<file path="src/rtl/pyr_pkg.sv">
package pyr_pkg;

  // floor-step test: offset i starts a new sample slot for k of n
  function automatic logic step_hit(input int k, input int i, input int n);
    return (((i + 1) * k) / n) != ((i * k) / n);
  endfunction

  // upper levels are the complement of their partner so pairs never collide
  function automatic logic lvl_hit(input int k, input int i, input int n);
    if (2 * k <= n) return step_hit(k, i, n);
    return !step_hit(n - k, i, n);
  endfunction

  // number of selected offsets below i
  function automatic int lvl_rank(input int k, input int i, input int n);
    if (2 * k <= n) return (i * k) / n;
    return i - (i * (n - k)) / n;
  endfunction

endpackage

</file>
<file path="src/rtl/pyr_axis_cnt.sv">
module pyr_axis_cnt #(
  parameter int SUB_N = 16,
  parameter int SPAN  = 40,
  localparam int SW   = $clog2(SUB_N),
  localparam int PW   = $clog2(SPAN + 1)
) (
  input  logic          clk_i,
  input  logic          rst_ni,
  input  logic          clr_i,
  input  logic          adv_i,
  output logic [SW-1:0] sub_o,
  output logic [PW-1:0] patch_o
);

  localparam logic [SW-1:0] SUB_LAST   = SW'(SUB_N - 1);
  localparam logic [PW-1:0] PATCH_LAST = PW'(SPAN - 1);

  always_ff @(posedge clk_i or negedge rst_ni) begin
    if (!rst_ni) begin
      sub_o   <= '0;
      patch_o <= '0;
    end else if (clr_i) begin
      sub_o   <= '0;
      patch_o <= '0;
    end else if (adv_i) begin
      if (sub_o == SUB_LAST) begin
        sub_o   <= '0;
        patch_o <= (patch_o == PATCH_LAST) ? '0 : patch_o + PW'(1);
      end else begin
        sub_o <= sub_o + SW'(1);
      end
    end
  end

endmodule

</file>
<file path="src/rtl/pyr_level_lane.sv">
module pyr_level_lane import pyr_pkg::*; #(
  parameter int N  = 16,
  parameter int K  = 1,
  parameter int CW = 6,
  parameter int RW = 5,
  parameter int XW = 10,
  parameter int YW = 9,
  localparam int SW = $clog2(N)
) (
  input  logic          clk_i,
  input  logic          rst_ni,
  input  logic          act_i,
  input  logic [SW-1:0] sub_x_i,
  input  logic [CW-1:0] patch_x_i,
  input  logic [SW-1:0] sub_y_i,
  input  logic [RW-1:0] patch_y_i,
  output logic          valid_o,
  output logic [XW-1:0] x_o,
  output logic [YW-1:0] y_o
);

  logic          hit;
  logic [XW-1:0] x_nx;
  logic [YW-1:0] y_nx;

  always_comb begin
    hit  = act_i && lvl_hit(K, int'(sub_x_i), N) && lvl_hit(K, int'(sub_y_i), N);
    x_nx = XW'(int'(patch_x_i) * K + lvl_rank(K, int'(sub_x_i), N));
    y_nx = YW'(int'(patch_y_i) * K + lvl_rank(K, int'(sub_y_i), N));
  end

  always_ff @(posedge clk_i or negedge rst_ni) begin
    if (!rst_ni) begin
      valid_o <= 1'b0;
      x_o     <= '0;
      y_o     <= '0;
    end else begin
      valid_o <= hit;
      if (hit) begin
        x_o <= x_nx;
        y_o <= y_nx;
      end
    end
  end

endmodule

</file>
<file path="src/rtl/pyramid_sampler.sv">
module pyramid_sampler #(
  parameter int DATA_W  = 8,
  parameter int FRAME_W = 640,
  parameter int FRAME_H = 480,
  parameter int PATCH   = 16,
  localparam int LEVELS = PATCH,
  localparam int XW     = $clog2(FRAME_W),
  localparam int YW     = $clog2(FRAME_H)
) (
  input  logic                 clk_i,
  input  logic                 rst_ni,
  input  logic                 frame_valid_i,
  input  logic                 line_valid_i,
  input  logic [DATA_W-1:0]    pix_i,
  output logic                 frame_valid_o,
  output logic                 line_valid_o,
  output logic [DATA_W-1:0]    pix_o,
  output logic [LEVELS-1:0]    lvl_valid_o,
  output logic [LEVELS*XW-1:0] lvl_x_o,
  output logic [LEVELS*YW-1:0] lvl_y_o
);

  localparam int PCOLS = FRAME_W / PATCH;
  localparam int PROWS = FRAME_H / PATCH;
  localparam int SW    = $clog2(PATCH);
  localparam int CW    = $clog2(PCOLS + 1);
  localparam int RW    = $clog2(PROWS + 1);

  logic          lv_q;
  logic          pix_act;
  logic          row_end;
  logic [SW-1:0] sub_x, sub_y;
  logic [CW-1:0] patch_x;
  logic [RW-1:0] patch_y;

  assign pix_act = frame_valid_i && line_valid_i;
  assign row_end = frame_valid_i && lv_q && !line_valid_i;

  always_ff @(posedge clk_i or negedge rst_ni) begin
    if (!rst_ni) begin
      lv_q          <= 1'b0;
      frame_valid_o <= 1'b0;
      line_valid_o  <= 1'b0;
      pix_o         <= '0;
    end else begin
      lv_q          <= line_valid_i;
      frame_valid_o <= frame_valid_i;
      line_valid_o  <= line_valid_i;
      pix_o         <= pix_i;
    end
  end

  pyr_axis_cnt #(.SUB_N(PATCH), .SPAN(PCOLS)) i_col_cnt (
    .clk_i   (clk_i),
    .rst_ni  (rst_ni),
    .clr_i   (!line_valid_i),
    .adv_i   (line_valid_i),
    .sub_o   (sub_x),
    .patch_o (patch_x)
  );

  pyr_axis_cnt #(.SUB_N(PATCH), .SPAN(PROWS)) i_row_cnt (
    .clk_i   (clk_i),
    .rst_ni  (rst_ni),
    .clr_i   (!frame_valid_i),
    .adv_i   (row_end),
    .sub_o   (sub_y),
    .patch_o (patch_y)
  );

  for (genvar g = 0; g < LEVELS; g++) begin : g_lvl
    pyr_level_lane #(
      .N (PATCH), .K (g + 1), .CW (CW), .RW (RW), .XW (XW), .YW (YW)
    ) i_lane (
      .clk_i     (clk_i),
      .rst_ni    (rst_ni),
      .act_i     (pix_act),
      .sub_x_i   (sub_x),
      .patch_x_i (patch_x),
      .sub_y_i   (sub_y),
      .patch_y_i (patch_y),
      .valid_o   (lvl_valid_o[g]),
      .x_o       (lvl_x_o[g*XW +: XW]),
      .y_o       (lvl_y_o[g*YW +: YW])
    );
  end

endmodule

</file>
<file path="config.mk">
export PLATFORM = sky130hd
export DESIGN_NAME = pyramid_sampler
export DESIGN_NICKNAME = d
export VERILOG_FILES = /design/src/rtl/pyr_pkg.sv /design/src/rtl/pyr_axis_cnt.sv /design/src/rtl/pyr_level_lane.sv /design/src/rtl/pyramid_sampler.sv
export SDC_FILE = /design/constraint.sdc
export NUM_CORES = 1
export LEC_CHECK = 0
export BUFFER_PORTS_ARGS = -buffer_cell sky130_fd_sc_hd__buf_2
export CORE_MARGIN = 2
export CORE_UTILIZATION = 55
export DETAILED_ROUTE_END_ITERATION = 8
export GPL_TIMING_DRIVEN = 0
export HOLD_SLACK_MARGIN = 0.12
export PLACE_DENSITY_LB_ADDON = 0.25
export SETUP_SLACK_MARGIN = 0.1
export SLEW_MARGIN = 15
export SYNTH_ARGS = -nofsm -noshare
export SYNTH_HDL_FRONTEND = slang
export SYNTH_HIERARCHICAL = 1
export SYNTH_SLANG_ARGS = --single-unit
</file>
<file path="constraint.sdc">
create_clock -name clk_i -period 9.3 [get_ports clk_i]
set_clock_uncertainty 0.05 [all_clocks]
set_input_delay 0.465 -clock clk_i [delete_from_list [all_inputs] [get_ports clk_i]]
set_output_delay 0.465 -clock clk_i [all_outputs]
set_load 0.05 [all_outputs]
</file>
**Word-level counts from Yosys, hierarchy flattened**

Cells that the tools add are included.

- Logic and storage cells: 295
- Register bits after elaboration: 341
- Output and inout port bits: 330
- Input port bits: 12

- Add/sub/neg operators: 72
- Bitwise gates (word level): 24
- Eq/ne operators: 21
- Reductions and logical operators: 73
- Multiply operators: 38
- Mux-type cells: 12

Operator list:

| cell | number |
|---|---|
| $add A32 B1 Y32 | 16 |
| $ne A32 B5 Y1 | 6 |
| $ne A32 B4 Y1 | 4 |
| $add A10 B10 Y10 | 10 |
| $add A9 B9 Y9 | 10 |
| $mul A32 B4 Y32 const B | 2 |
| $ne A32 B2 Y1 | 2 |
| $ne A32 B3 Y1 | 2 |
| $reduce_bool A32 Y1 | 2 |
| $reduce_or A4 Y1 | 14 |
| $mul A5 B3 Y8 const B | 6 |
| $mul A6 B4 Y10 const B | 4 |
| $sub A5 B10 Y10 | 4 |
| $mul A5 B4 Y9 const B | 4 |
| $mul A6 B3 Y9 const B | 4 |
| $sub A5 B9 Y9 | 4 |
| $mul A5 B2 Y7 const B | 5 |
| $logic_and A1 B1 Y1 | 33 |
| $mul A32 B3 Y31 const B | 1 |
| $mul A32 B3 Y32 const B | 1 |
| $mul A4 B3 Y7 const B | 4 |
| $add A3 B1 Y4 | 6 |
| $mul A4 B2 Y6 const B | 4 |
| $mul A6 B2 Y8 const B | 3 |
| other kinds (30) | 89 |

**Logic depth before layout (Yosys ltp)**

Gate-level depths: netlist (run 1).

- Word-level depth: 9
- Mapped depth: 19
- Gate-level depth less buffers: 19

**Cells and area by module**

Netlist (run 1), hierarchy kept.

Modules (own cells, without submodules):

| module | cells each | area an instance (um^2) | times used | sequential area each (um^2) |
|---|---|---|---|---|
| pyr_level_lane (g_lvl[8].i_lane) | 292 | 3131.8 | 1 | 500.5 |
| pyr_level_lane (g_lvl[12].i_lane) | 277 | 2897.8 | 1 | 500.5 |
| pyr_level_lane (g_lvl[6].i_lane) | 259 | 2890.3 | 1 | 500.5 |
| pyr_level_lane (g_lvl[10].i_lane) | 269 | 2860.2 | 1 | 500.5 |
| pyr_level_lane (g_lvl[9].i_lane) | 280 | 2677.6 | 1 | 500.5 |
| pyr_level_lane (g_lvl[5].i_lane) | 250 | 2447.3 | 1 | 500.5 |
| pyr_level_lane (g_lvl[14].i_lane) | 225 | 2149.6 | 1 | 500.5 |
| pyr_level_lane (g_lvl[13].i_lane) | 227 | 2099.5 | 1 | 500.5 |
| pyr_level_lane (g_lvl[4].i_lane) | 181 | 1996.9 | 1 | 500.5 |
| pyr_level_lane (g_lvl[2].i_lane) | 202 | 1970.6 | 1 | 450.4 |
| pyr_level_lane (g_lvl[11].i_lane) | 187 | 1766.7 | 1 | 500.5 |
| pyr_level_lane (g_lvl[7].i_lane) | 49 | 805.8 | 1 | 450.4 |
| pyr_level_lane (g_lvl[15].i_lane) | 41 | 783.3 | 1 | 500.5 |
| pyr_level_lane (g_lvl[3].i_lane) | 40 | 680.7 | 1 | 400.4 |
| 5 more rows | n/a | n/a | n/a | n/a |

**Least setup slack after synthesis (run 1)**

Ideal clock, no wire load.

- Path kind: flip-flop to flip-flop
- From: register i_col_cnt.sub_o[2]
- To: register g_lvl[8].i_lane.x_o[8]
- Cell stages (with the launch flop): 17
- Path buffers: 0
- Period minus slack after synthesis: 5768 ps
- Required time: 9125 ps
- Slack: 3532 ps
- Setup time: 125 ps
- Arrival time: 5593 ps
- Cell sequence: dfrtp_1 -> fa_1 -> ha_1 -> a31oi_1 -> o21bai_1 -> xor2_1 -> fa_1 -> inv_1 -> fa_1 -> ha_1 -> fa_1 -> a21oi_1 -> o21bai_1 -> a21o_1 -> a21oi_1 -> xnor2_1 -> mux2_4

- Longest elaborated chain between the ends: 9
- Elaborated cells between the ends (all ways): 15
- Those cells by class: 5 x add/sub; 2 x mul; 1 x eq/ne; 2 x bitwise; 5 x reduce/logical

Ends and longest elaborated chain:

| element | line | text |
|---|---|---|
| start: declaration | pyr_axis_cnt.sv:11 | `output logic [SW-1:0] sub_o,` |
| start signal: assignment | pyr_axis_cnt.sv:30 | `sub_o <= sub_o + SW'(1);` |
| $add A4 B1 Y5 | n/a |  |
| $mul A5 B3 Y8 | pyr_pkg.sv:5 | `return (((i + 1) * k) / n) != ((i * k) / n);` |
| $reduce_or A4 Y1 (no source line) | n/a |  |
| $and A1 B1 Y1 (no source line) | n/a |  |
| $add A32 B1 Y32 (no source line) | n/a |  |
| $ne A32 B5 Y1 | pyr_pkg.sv:5 |  |
| $logic_not A1 Y1 | pyr_pkg.sv:11 | `return !step_hit(n - k, i, n);` |
| $logic_and A1 B1 Y1 (2 in a row) | pyr_level_lane.sv:27 | `hit = act_i && lvl_hit(K, int'(sub_x_i), N) && lvl_hit(K, int'(sub_y_i), N);` |
| end signal: assignment | pyr_level_lane.sv:40 | `x_o <= x_nx;` |
| end: declaration | pyr_level_lane.sv:18 | `output logic [XW-1:0] x_o,` |

Several ways; a longest one is shown, not always the timed one.
A chain may end at the register's enable or synchronous reset.

**Worst setup path after layout (run 1)**

- From: register i_col_cnt.sub_o[3]
- To: register g_lvl[8].i_lane.x_o[8]

Same word-level chain as after synthesis.

==> flow_summary.ini, run 1 <==
[power]
power.share.sequential_pct = 30.9
swShare_pct = 42.3
vdd_drop_max_mv = 0.197
p_per_area_nw_per_um2 = 168
power_switching_mw = 2.56
clockPowerShare_pct = 25.2
post-layout-total-power_mw = 6.05
proportion_of_power_drawn_by_combinational_gates_pct = 43.9
cellLeakagePower_nw = 19.8
power.internal_mw = 3.49

[timing]
slew-limit-headroom_pct = 42.7
rsz0062_at_grt = no
fin_hold_ws_ps = 360
timing_worst_slew_pin_value_ps = 860
min_period_ps = 5260
drv_slew = 0
fmax_mhz = 190
report.final.hold_viol_count = 0
finalCritPeriodShare_pct = 56.5
tns_ps = 0
setup_viol = 0

[synth]
synthDistinctLibCells = 125
synth_edf_count = 0
synth_top_cell_by_area = sky130_fd_sc_hd__dfrtp_1
synth.ff_latch_count = 327
yosys_warn_count = 6
ys_top_cells_by_count = sky130_fd_sc_hd__ha_1, sky130_fd_sc_hd__inv_1, sky130_fd_sc_hd__dfrtp_1
synth_top_cells_by_area = sky130_fd_sc_hd__dfrtp_1, sky130_fd_sc_hd__ha_1, sky130_fd_sc_hd__fa_1, sky130_fd_sc_hd__mux2_4, sky130_fd_sc_hd__inv_1
seq_area_frac_synth_pct = 25.9
synth.most_common_cell = sky130_fd_sc_hd__ha_1
postSynthAreaPerCell_um2 = 10.6
synth_cells = 2969
synth_async_sr_flop_share_pct = 100
netlist_area_um2 = 31600
netlist.area_leader.share_pct = 25.9
dominantRegCellSynth = sky130_fd_sc_hd__dfrtp_1

[critical_path]
worstSetupPathType = register to register
worst-endpoint-required_ps = 9690
worst-path-max-fanout = 33
cp.buffers_inverters = 2
cpLargestDelayFamily = adder cells
worstReg2RegStart = i_col_cnt/sub_o[3]$_DFFE_PN0P_
critical_path.startpoint = i_col_cnt/sub_o[3]$_DFFE_PN0P_
cp_cell_sequence = buf_12 -> fa_1 -> ha_1 -> a31oi_1 -> o21bai_1 -> xor2_1 -> fa_1 -> inv_1 -> fa_1 -> ha_1 -> fa_1 -> a21oi_1 -> o21bai_1 -> a21o_1 -> a21oi_1 -> xnor2_1 -> mux2_4
critical_path.startpoint_type = register
endpoint_kind = register
crit_slowest_cell = sky130_fd_sc_hd__dfrtp_4
worst-endpoint-arrival_ps = 5650
slowest_delay_ps = 780
most_frequent_cell_on_the_critical_path = sky130_fd_sc_hd__fa_1

[hold_path]
min_path_type = primary input to async pin

[floorplanning]
initial_utilization_pct = 55.9
chipHeight_um = 244
floorplan.die_area_um2 = 59400
core_box_area_um2 = 56600
floorplan.io_pins = 342
num_rows = 87
floorplan.die.width_um = 244

[route]
detail_route.iter0.violations = 1001
via_count = 22847
antenna_left = 0
remaining_drc_errors = 0
post_drt_wl_per_cell_um = 17.9
route.final.wire_length_um = 74700
via_cell_ratio = 5.49
detailedRoute.firstPassIterationCount = 6

[global_route]
grt_pass1_vias = 24369
grt_antenna_before_repair = 1
grt_overflow = 0
grt_usage_pct = 25.6
largest_net_degree_at_the_start_of_global_routing = 103
grt_pass1_wl_um = 123000

[final_layout]
drive_gt1_share_pct = 22.5
diodes = 0
synthesis_to_finish_area_growth_pct = 14.1
final_nets = 4041
filler_cell_count = 4508

[placed_design]
number_of_input_and_output_port_buffers_inserted = 319
place_hpwl_um = 54700
routabilityCongestion = 0.845

[clock_tree]
cts-htree-levels = 2
path_clk_slew_ps = 60
ctsResizeCount = 0
worst_skew_pair.late_latency_ps = 570
clock_tree_buffer_depth = 3
post-cts-setup-buffers = 0
cts.root.buffer_cell = sky130_fd_sc_hd__clkbuf_16
tritoncts_clock_tree = built
clock_sink_total = 327
cts_bufs_inserted = 38
cts_hold_repair.buffers = 11

[job]
maxCapViolations = 0

[outcome]
outcome = completed
## cell usage in the layout, fill, tap and decap left out, types with 8 or more instances in the layout
| cell type | netlist | layout |
|---|---|---|
| sky130_fd_sc_hd__nand4_1 | 11 | 11 |
| sky130_fd_sc_hd__nor3b_1 | 15 | 15 |
| sky130_fd_sc_hd__clkbuf_16 | 0 | 39 |
| sky130_fd_sc_hd__o21bai_1 | 29 | 29 |
| sky130_fd_sc_hd__o21a_1 | 10 | 10 |
| sky130_fd_sc_hd__ha_1 | 492 | 492 |
| sky130_fd_sc_hd__dfrtp_4 | 0 | 19 |
| sky130_fd_sc_hd__nor2_1 | 83 | 83 |
| sky130_fd_sc_hd__dlygate4sd3_1 | 0 | 11 |
| sky130_fd_sc_hd__a21oi_1 | 134 | 134 |
| sky130_fd_sc_hd__nor2b_1 | 22 | 22 |
| sky130_fd_sc_hd__xnor2_1 | 158 | 158 |
| sky130_fd_sc_hd__nand2b_1 | 12 | 12 |
| sky130_fd_sc_hd__buf_6 | 12 | 12 |
| sky130_fd_sc_hd__xor2_1 | 125 | 125 |
| sky130_fd_sc_hd__nor3_1 | 22 | 22 |
| sky130_fd_sc_hd__mux2_4 | 149 | 149 |
| sky130_fd_sc_hd__buf_12 | 6 | 17 |
| sky130_fd_sc_hd__a21o_1 | 72 | 72 |
| sky130_fd_sc_hd__buf_4 | 29 | 29 |
| sky130_fd_sc_hd__o21ai_1 | 27 | 27 |
| sky130_fd_sc_hd__nand2_1 | 160 | 160 |
| sky130_fd_sc_hd__clkbuf_1 | 6 | 12 |
| sky130_fd_sc_hd__conb_1 | 8 | 32 |
| sky130_fd_sc_hd__o21ai_0 | 66 | 66 |
| sky130_fd_sc_hd__nand3_1 | 43 | 43 |
| sky130_fd_sc_hd__buf_2 | 4 | 322 |
| sky130_fd_sc_hd__and2_1 | 11 | 11 |
| sky130_fd_sc_hd__inv_1 | 414 | 414 |
| sky130_fd_sc_hd__mux2_2 | 66 | 66 |
| sky130_fd_sc_hd__fa_1 | 157 | 157 |
| sky130_fd_sc_hd__a211oi_1 | 24 | 24 |
| sky130_fd_sc_hd__a31oi_1 | 16 | 16 |
| sky130_fd_sc_hd__dfrtp_1 | 327 | 308 |
| sky130_fd_sc_hd__mux2i_1 | 24 | 24 |
| sky130_fd_sc_hd__nand3b_1 | 14 | 14 |
| sky130_fd_sc_hd__and3_1 | 14 | 14 |
| sky130_fd_sc_hd__or3_1 | 8 | 8 |
## cells by family (layout without fill, tap and decap cells)
| family | count (synthesis) | after routing | share of synthesized area [%] |
|---|---|---|---|
| simple gates | 477 | 477 | 7.96 |
| flops | 327 | 327 | 25.9 |
| buf+inv | 478 | 892 | 6.70 |
| fa+ha+maj | 651 | 651 | 29.5 |
| xor+xnor | 299 | 299 | 8.90 |
| compound gates | 489 | 489 | 10.8 |
| mux | 240 | 240 | 10.2 |
| other cells | 8 | 32 | 0.0950 |
## power groups by stage
stage,clock network [mW],registers (mW),logic [mW]
detailed placement,0,1.89,2.66
global route,1.63,1.90,2.88
finish,1.53,1.87,2.66
floorplan,0,2.60,1.28
global placement,0,1.91,2.55
CTS,1.57,1.87,2.68
## worst paths after layout
path                                                             to  slack (ps)  cells after the start
max in group asynchronous        g_lvl[9].i_lane/y_o[2]$_DFFE_PN0P_        7480                      4
min in group clk_i              g_lvl[13].i_lane/x_o[1]$_DFFE_PN0P_         430                      2
worst max register to register   g_lvl[8].i_lane/x_o[8]$_DFFE_PN0P_        4040                     17
worst min register to register  g_lvl[13].i_lane/x_o[1]$_DFFE_PN0P_         430                      2
worst min-delay path            g_lvl[11].i_lane/x_o[9]$_DFFE_PN0P_         360                      2
worst max-delay path             g_lvl[8].i_lane/x_o[8]$_DFFE_PN0P_        4040                     17
## final cells by class
cell class                 count  area (µm²)  area share, %
buffer                        60         549           1.52
clock buffer                  52        1090           3.03
clock inverter                15         164          0.454
inverter                     418        1570           4.35
multi-input combinational   2188       21400           59.3
sequential                   327        8250           22.9
tap                          756         946           2.62
timing repair buffer         347        2100           5.83
## per-layer routing
metal	track usage, %	vias to the layer above	share of wire [%]
met1	30.9	11366	42
met2	45.7	444	50
met4	8.16	0	3.0
met5	0	-	0
met3	4.89	141	5.0
li1	-	10896	-
## registers in the layout, summed over array words and instances (netlist names)
signal	flops
frame_valid_o	1
g_lvl.i_lane/valid_o	16
g_lvl.i_lane/x_o	149
g_lvl.i_lane/y_o	133
i_col_cnt/patch_o	6
i_col_cnt/sub_o	4
i_row_cnt/patch_o	5
i_row_cnt/sub_o	4
lv_q	1
pix_o	8
## worst register-to-register path: stages, from the launching register on
cell                       delay (ps)
sky130_fd_sc_hd__dfrtp_4          780
sky130_fd_sc_hd__buf_12           290
sky130_fd_sc_hd__fa_1             460
sky130_fd_sc_hd__ha_1             290
sky130_fd_sc_hd__a31oi_1          220
sky130_fd_sc_hd__o21bai_1         140
sky130_fd_sc_hd__xor2_1           210
sky130_fd_sc_hd__fa_1             560
sky130_fd_sc_hd__inv_1             60
sky130_fd_sc_hd__fa_1             420
sky130_fd_sc_hd__ha_1             220
sky130_fd_sc_hd__fa_1             400
sky130_fd_sc_hd__a21oi_1          180
sky130_fd_sc_hd__o21bai_1         120
sky130_fd_sc_hd__a21o_1           200
sky130_fd_sc_hd__a21oi_1          180
sky130_fd_sc_hd__xnor2_1          110
sky130_fd_sc_hd__mux2_4           260
## through the flow
stage          util, %  std cells  setup WS [ps]  cell area (µm²)
3_3_place_gp      60.5       4068           1530            34200
2_1_floorplan        -       2993           3530            31700
5_1_grt           63.7       4163           3780            36100
6_report          63.7       4163           4040            36100
3_5_place_dp      61.3       4085           4060            34700
4_1_cts           63.7       4163           4020            36100
No activity file was read; power rests on OpenSTA's default activity.
==> run 2, diff against run 1 <==
- clock period: 9.3 -> 5.2 ns (I/O delays scaled with it)
==> run 2 against run 1 <==
Compared with the run above: first-iteration DRC count is 17% higher; global-route usage is 0.54 points higher; clock power is 89% higher; worst hold slack worse by 160 ps; flip-flop and latch count stayed put; sequential power is 77% higher; die area stayed put; via count is 1.5% higher; design area is 1.0% higher; critical endpoint unchanged.
==> flow_summary.ini, run 2 (synthesis gave the netlist of run 1 again) <==
[final_layout]
synthesis_to_finish_area_growth_pct = 15.3
layout.area.seq_um2 = 8250
largest_register = g_lvl.i_lane/x_o
filler_cell_count = 4470
layout_commonest_cell = sky130_fd_sc_hd__ha_1
final_cell_mix = sky130_fd_sc_hd__ha_1, sky130_fd_sc_hd__inv_1, sky130_fd_sc_hd__buf_2
multi_input_comb_area_um2 = 21400
final_nets = 4061
reg.largest.list = g_lvl.i_lane/x_o x149, g_lvl.i_lane/y_o x133, g_lvl.i_lane/valid_o x16
diodes = 0
drive_gt1_share_pct = 23.1
largest_register_ff_count = 149
final-instance-count-excl-fill = 4186

[timing]
rsz0062_at_grt = no
slew-limit-headroom_pct = 42.9
drv_slew = 0
min_period_ps = 4910
fmax_mhz = 203
finalCritPeriodShare_pct = 94.5
report.final.hold_viol_count = 0
timing_worst_slew_pin_value_ps = 857
postLayoutSetupSlackWorst_ps = 286
setup_viol = 0

[placed_design]
place_hpwl_um = 54600
detailedPlace.worstSlack_ps = -87.8
number_of_input_and_output_port_buffers_inserted = 319
placed_cells = 4084
routabilityCongestion = 0.823

[global_route]
grt_pass1_wl_um = 126000
grt_overflow = 0
grt_pass1_vias = 24760
grt_usage_pct = 26.1
grt_antenna_before_repair = 1
largest_net_degree_at_the_start_of_global_routing = 94

[clock_tree]
tritoncts_clock_tree = built
cts_bufs_inserted = 38
path_clk_slew_ps = 60
cts.root.buffer_cell = sky130_fd_sc_hd__clkbuf_16
clock_tree_buffer_depth = 3
cts-htree-levels = 2
clock_sink_total = 327
worst_skew_pair.late_latency_ps = 560

[hold_path]
min_path_type = primary input to async pin

[critical_path]
worst-endpoint-arrival_ps = 5300
worstSetupPathType = register to register
worst-r2r-setup-slack_ps = 290
worst-path-max-fanout = 33
worst-endpoint-required_ps = 5590
critical_path.startpoint_type = register
endpoint_kind = register

[route]
detailedRoute.firstPassIterationCount = 6
remaining_drc_errors = 0
route.final.wire_length_um = 77800
post_drt_wl_per_cell_um = 18.6
via_count = 23179
antenna_left = 0
via_cell_ratio = 5.54
detail_route.iter0.violations = 1168

[floorplanning]
floorplan.die_area_um2 = 59400
core_box_area_um2 = 56600
floorplan.die.width_um = 244
num_rows = 87
initial_utilization_pct = 55.9
chipHeight_um = 244
floorplan.io_pins = 342

[power]
cellLeakagePower_nw = 20.0
vdd_drop_max_mv = 0.329
p_per_area_nw_per_um2 = 302
post-layout-total-power_mw = 11.0

[job]
maxCapViolations = 0

[outcome]
outcome = completed
-- run 2: cell count changes in the layout (fill, tap and decap cells not counted), moves of 3 or more --
cell,change
sky130_fd_sc_hd__buf_12,+5
sky130_fd_sc_hd__buf_4,+10
sky130_fd_sc_hd__buf_8,+3
sky130_fd_sc_hd__clkinv_2,+4
-- run 2: path summary, 6_finish.rpt --
| kind | to | cells after the start | startpoint |
|---|---|---|---|
| worst max-delay path | g_lvl[8].i_lane/x_o[8]$_DFFE_PN0P_ | 17 | i_col_cnt/sub_o[2]$_DFFE_PN0P_ |
| worst min-delay path | g_lvl[11].i_lane/y_o[6]$_DFFE_PN0P_ | 2 | rst_ni |
| worst max register to register | g_lvl[8].i_lane/x_o[8]$_DFFE_PN0P_ | 17 | i_col_cnt/sub_o[2]$_DFFE_PN0P_ |
| worst min register to register | g_lvl[11].i_lane/y_o[6]$_DFFE_PN0P_ | 2 | g_lvl[11].i_lane/y_o[6]$_DFFE_PN0P_ |
| max in group asynchronous | g_lvl[9].i_lane/y_o[4]$_DFFE_PN0P_ | 4 | rst_ni |
| min in group clk_i | pix_o[6]$_DFF_PN0_ | 2 | pix_i[6] |
-- run 2: power by group --
group | total (mW) | leakage, nW | internal (mW) | switching (mW)
Clock | 2.89 | 0.661 | 1.74 | 1.15
Combinational | 4.81 | 15.0 | 1.72 | 3.09
Sequential | 3.31 | 4.25 | 2.95 | 0.360
Total | 11.0 | 20.0 | 6.41 | 4.60
-- run 2: critical path: stages (launching register included) --
cell	delay (ps)
sky130_fd_sc_hd__dfrtp_4	530
sky130_fd_sc_hd__buf_16	210
sky130_fd_sc_hd__fa_1	480
sky130_fd_sc_hd__ha_1	300
sky130_fd_sc_hd__a31oi_1	210
sky130_fd_sc_hd__o21bai_1	130
sky130_fd_sc_hd__xor2_1	200
sky130_fd_sc_hd__fa_1	460
sky130_fd_sc_hd__fa_1	520
sky130_fd_sc_hd__inv_1	40
sky130_fd_sc_hd__ha_1	210
sky130_fd_sc_hd__fa_1	410
sky130_fd_sc_hd__a21oi_1	170
sky130_fd_sc_hd__o21bai_1	110
sky130_fd_sc_hd__a21o_1	190
sky130_fd_sc_hd__a21oi_1	170
sky130_fd_sc_hd__xnor2_1	120
sky130_fd_sc_hd__mux2_4	270
-- run 2: through the flow --
| step | hold WS (ps) | cell area (µm²) | utilization (%) | setup TNS [ps] |
|---|---|---|---|---|
| floorplan | -85.6 | 31700 | - | 0 |
| global placement | 317 | 34300 | 60.5 | -798870 |
| detailed placement | 214 | 34700 | 61.3 | -759 |
| CTS | 217 | 36400 | 64.2 | 0 |
| global route | 252 | 36500 | 64.4 | 0 |
| finish | 203 | 36500 | 64.4 | 0 |
-- run 2: what timing repair did --
action	CTS	global route
resized for setup	0	2
buffers inserted	13	8
setup endpoints to repair	19	5
pin swaps	1	0
endpoints found under the hold margin	95	0
hold buffers	11	0
-- run 2: final cells by class --
class | instances | area share (%)
Multi-Input combinational cell | 2188 | 58.7
Sequential cell | 327 | 22.6
Timing Repair Buffer | 367 | 6.52
Inverter | 418 | 4.30
Clock buffer | 51 | 3.08
Tap cell | 756 | 2.59
Buffer | 60 | 1.51
Clock inverter | 19 | 0.628
-- run 2: per-layer routing --
| layer | routed length (µm) | share of wire [%] | track usage, % |
|---|---|---|---|
| met3 | 4400 | 5.7 | 4.63 |
| met4 | 2100 | 2.7 | 8.32 |
| met5 | 0 | 0 | 0 |
| met1 | 32700 | 42 | 32.7 |
| met2 | 38600 | 50 | 45.6 |
==> run 3, diff against run 2 <==
- CORE_MARGIN: 2 -> 8
==> run 3 against run 2 <==
Compared with the run above: power decreased by 0.35%; largest power group unchanged; fmax increased by 0.23%; worst setup slack improved by 11 ps; utilization decreased by 0.84 points; wire length increased by 1.4%; critical path depth increased by 2; die area increased by 10%.
==> flow_summary.ini, run 3 (synthesis gave the netlist of run 1 again) <==
[critical_path]
depth_of_the_most_critical_reg_to_reg_path = 19
worst-endpoint-required_ps = 5580
critical_path.reg2reg.endpoint = g_lvl[8].i_lane/y_o[8]$_DFFE_PN0P_
critical_path.startpoint = i_row_cnt/sub_o[1]$_DFFE_PN0P_
worst_setup_path_endpoint = g_lvl[8].i_lane/y_o[8]$_DFFE_PN0P_
worstReg2RegStart = i_row_cnt/sub_o[1]$_DFFE_PN0P_
worst-path-max-fanout = 23
endpoint_kind = register
worst-endpoint-arrival_ps = 5290
worstSetupPathType = register to register
critical_path.startpoint_type = register
worst-r2r-setup-slack_ps = 300

[power]
power.internal_mw = 6.38
swShare_pct = 41.8
post-layout-total-power_mw = 11.0
vdd_drop_max_mv = 0.544
p_per_area_nw_per_um2 = 301
clockPowerShare_pct = 25.8
power.share.sequential_pct = 30.1
cellLeakagePower_nw = 19.9
proportion_of_power_drawn_by_combinational_gates_pct = 44.0
power_switching_mw = 4.59

[timing]
drv_slew = 0
timing_worst_slew_pin_value_ps = 847
min_period_ps = 4900
rsz0062_at_grt = no
fin_hold_ws_ps = 246
report.final.hold_viol_count = 0
setup_viol = 0
finalCritPeriodShare_pct = 94.3
slew-limit-headroom_pct = 43.5
fmax_mhz = 204

[route]
antenna_left = 0
post_drt_wl_per_cell_um = 18.9
via_count = 22976
detail_route.iter0.violations = 972
detailedRoute.firstPassIterationCount = 5
route.final.wire_length_um = 79000
remaining_drc_errors = 0
via_cell_ratio = 5.49

[global_route]
grt_antenna_before_repair = 0
grt_usage_pct = 23.5
grt_pass1_wl_um = 127000
grt_pass1_vias = 24595
largest_net_degree_at_the_start_of_global_routing = 107
grt_overflow = 0

[hold_path]
min_path_type = primary input to async pin

[clock_tree]
worst_skew_pair.late_latency_ps = 560
clock_sink_total = 327
cts_bufs_inserted = 39
cts-htree-levels = 2
cts.root.buffer_cell = sky130_fd_sc_hd__clkbuf_16
tritoncts_clock_tree = built
path_clk_slew_ps = 60
clock_tree_buffer_depth = 3

[final_layout]
synthesis_to_finish_area_growth_pct = 15.1
layout_commonest_cell = sky130_fd_sc_hd__ha_1
largest_register_ff_count = 149
postLayoutCellArea_um2 = 36400
reg.largest.list = g_lvl.i_lane/x_o x149, g_lvl.i_lane/y_o x133, g_lvl.i_lane/valid_o x16
final_cell_mix = sky130_fd_sc_hd__ha_1, sky130_fd_sc_hd__inv_1, sky130_fd_sc_hd__buf_2
final_nets = 4056
postLayoutCoreUtil_pct = 63.6
largest_register = g_lvl.i_lane/x_o
drive_gt1_share_pct = 22.8

[placed_design]
place_hpwl_um = 56500
routabilityCongestion = 0.851
number_of_input_and_output_port_buffers_inserted = 319
placement.cell_area_um2 = 34700

[floorplanning]
initial_utilization_pct = 55.2
floorplan.die.width_um = 256
num_rows = 88
chipHeight_um = 256
floorplan.die_area_um2 = 65400
floorplan.io_pins = 342
core_box_area_um2 = 57300

[job]
maxCapViolations = 0

[outcome]
outcome = completed
==> run 3: cell types whose count changed in the layout (fill, tap and decap cells not counted), moves of 2 or more <==
cell	delta
sky130_fd_sc_hd__xor2_1	-2
sky130_fd_sc_hd__xor2_2	+2
sky130_fd_sc_hd__clkinvlp_4	-2
sky130_fd_sc_hd__buf_12	-2
sky130_fd_sc_hd__inv_6	-5
sky130_fd_sc_hd__buf_4	-5
sky130_fd_sc_hd__clkbuf_1	+5
==> run 3: metrics by stage <==
stage	setup WS, ps	instances	setup TNS [ps]
floorplan	121	2993	0
detailed placement	-130	4094	-1150
CTS	151	4179	0
global placement	-2860	4077	-790070
finish	297	4187	0
global route	113	4186	0
==> run 3: worst min path at each step <==
stage,end,slack [ps],cells past startpoint
final,g_lvl[12].i_lane/x_o[7]$_DFFE_PN0P_,250,3
after global routing,g_lvl[12].i_lane/x_o[7]$_DFFE_PN0P_,240,3
after CTS,g_lvl[12].i_lane/x_o[7]$_DFFE_PN0P_,200,3
after detailed placement,g_lvl[12].i_lane/x_o[5]$_DFFE_PN0P_,90,1
after global placement,pix_o[7]$_DFF_PN0_,320,1
after floorplan,frame_valid_o$_DFF_PN0_,-90,0
==> run 3: area by class of cell <==
cell class,count,area [µm²]
inverter,418,1570
multi-input combinational,2188,21400
buffer,60,549
fill,4571,20900
clock buffer,54,1090
timing repair buffer,361,2340
tap,765,957
antenna,1,2.50
clock inverter,13,204
sequential,327,8250
==> run 3: worst max-delay path, cell delays in order (launching register included) <==
cell                       delay, ps
sky130_fd_sc_hd__dfrtp_4         590
sky130_fd_sc_hd__buf_16          220
sky130_fd_sc_hd__fa_1            500
sky130_fd_sc_hd__ha_1            320
sky130_fd_sc_hd__a31oi_2         210
sky130_fd_sc_hd__o21bai_1        120
sky130_fd_sc_hd__xnor2_1         190
sky130_fd_sc_hd__fa_1            540
sky130_fd_sc_hd__inv_1            50
sky130_fd_sc_hd__fa_1            410
sky130_fd_sc_hd__ha_1            200
sky130_fd_sc_hd__inv_1            70
sky130_fd_sc_hd__fa_1            200
sky130_fd_sc_hd__inv_1            50
sky130_fd_sc_hd__a21o_1          150
sky130_fd_sc_hd__a21oi_1         240
sky130_fd_sc_hd__o21bai_1        100
sky130_fd_sc_hd__a21oi_1         210
sky130_fd_sc_hd__xnor2_1         100
sky130_fd_sc_hd__mux2_2          260
==> run 3: layer usage <==
metal / share of wire [%] / global-route usage (%) / routed length, µm / up-vias
li1: - / - / - / 10922
met1: 43 / 29.1 / 33700 / 11398
met2: 49 / 40.6 / 38400 / 515
met3: 5.4 / 4.78 / 4290 / 141
met4: 3.3 / 7.88 / 2570 / 0
met5: 0 / 0 / 0 / -
==> run 3: power by group through the flow <==
stage,registers (mW),clock network (mW),logic (mW)
2_1_floorplan,4.66,0,2.28
3_3_place_gp,3.41,0,4.58
3_5_place_dp,3.36,0,4.78
4_1_cts,3.32,2.92,4.85
5_1_grt,3.36,3.00,5.24
6_report,3.30,2.83,4.83
==> run 3: timing repair <==
action,4_1_cts,5_1_grt
hold endpoints to repair,254,0
buffers inserted,6,6
setup endpoints to repair,19,22
pin swaps,1,0
gates cloned,0,1
hold buffers,12,0
resized for setup,0,4
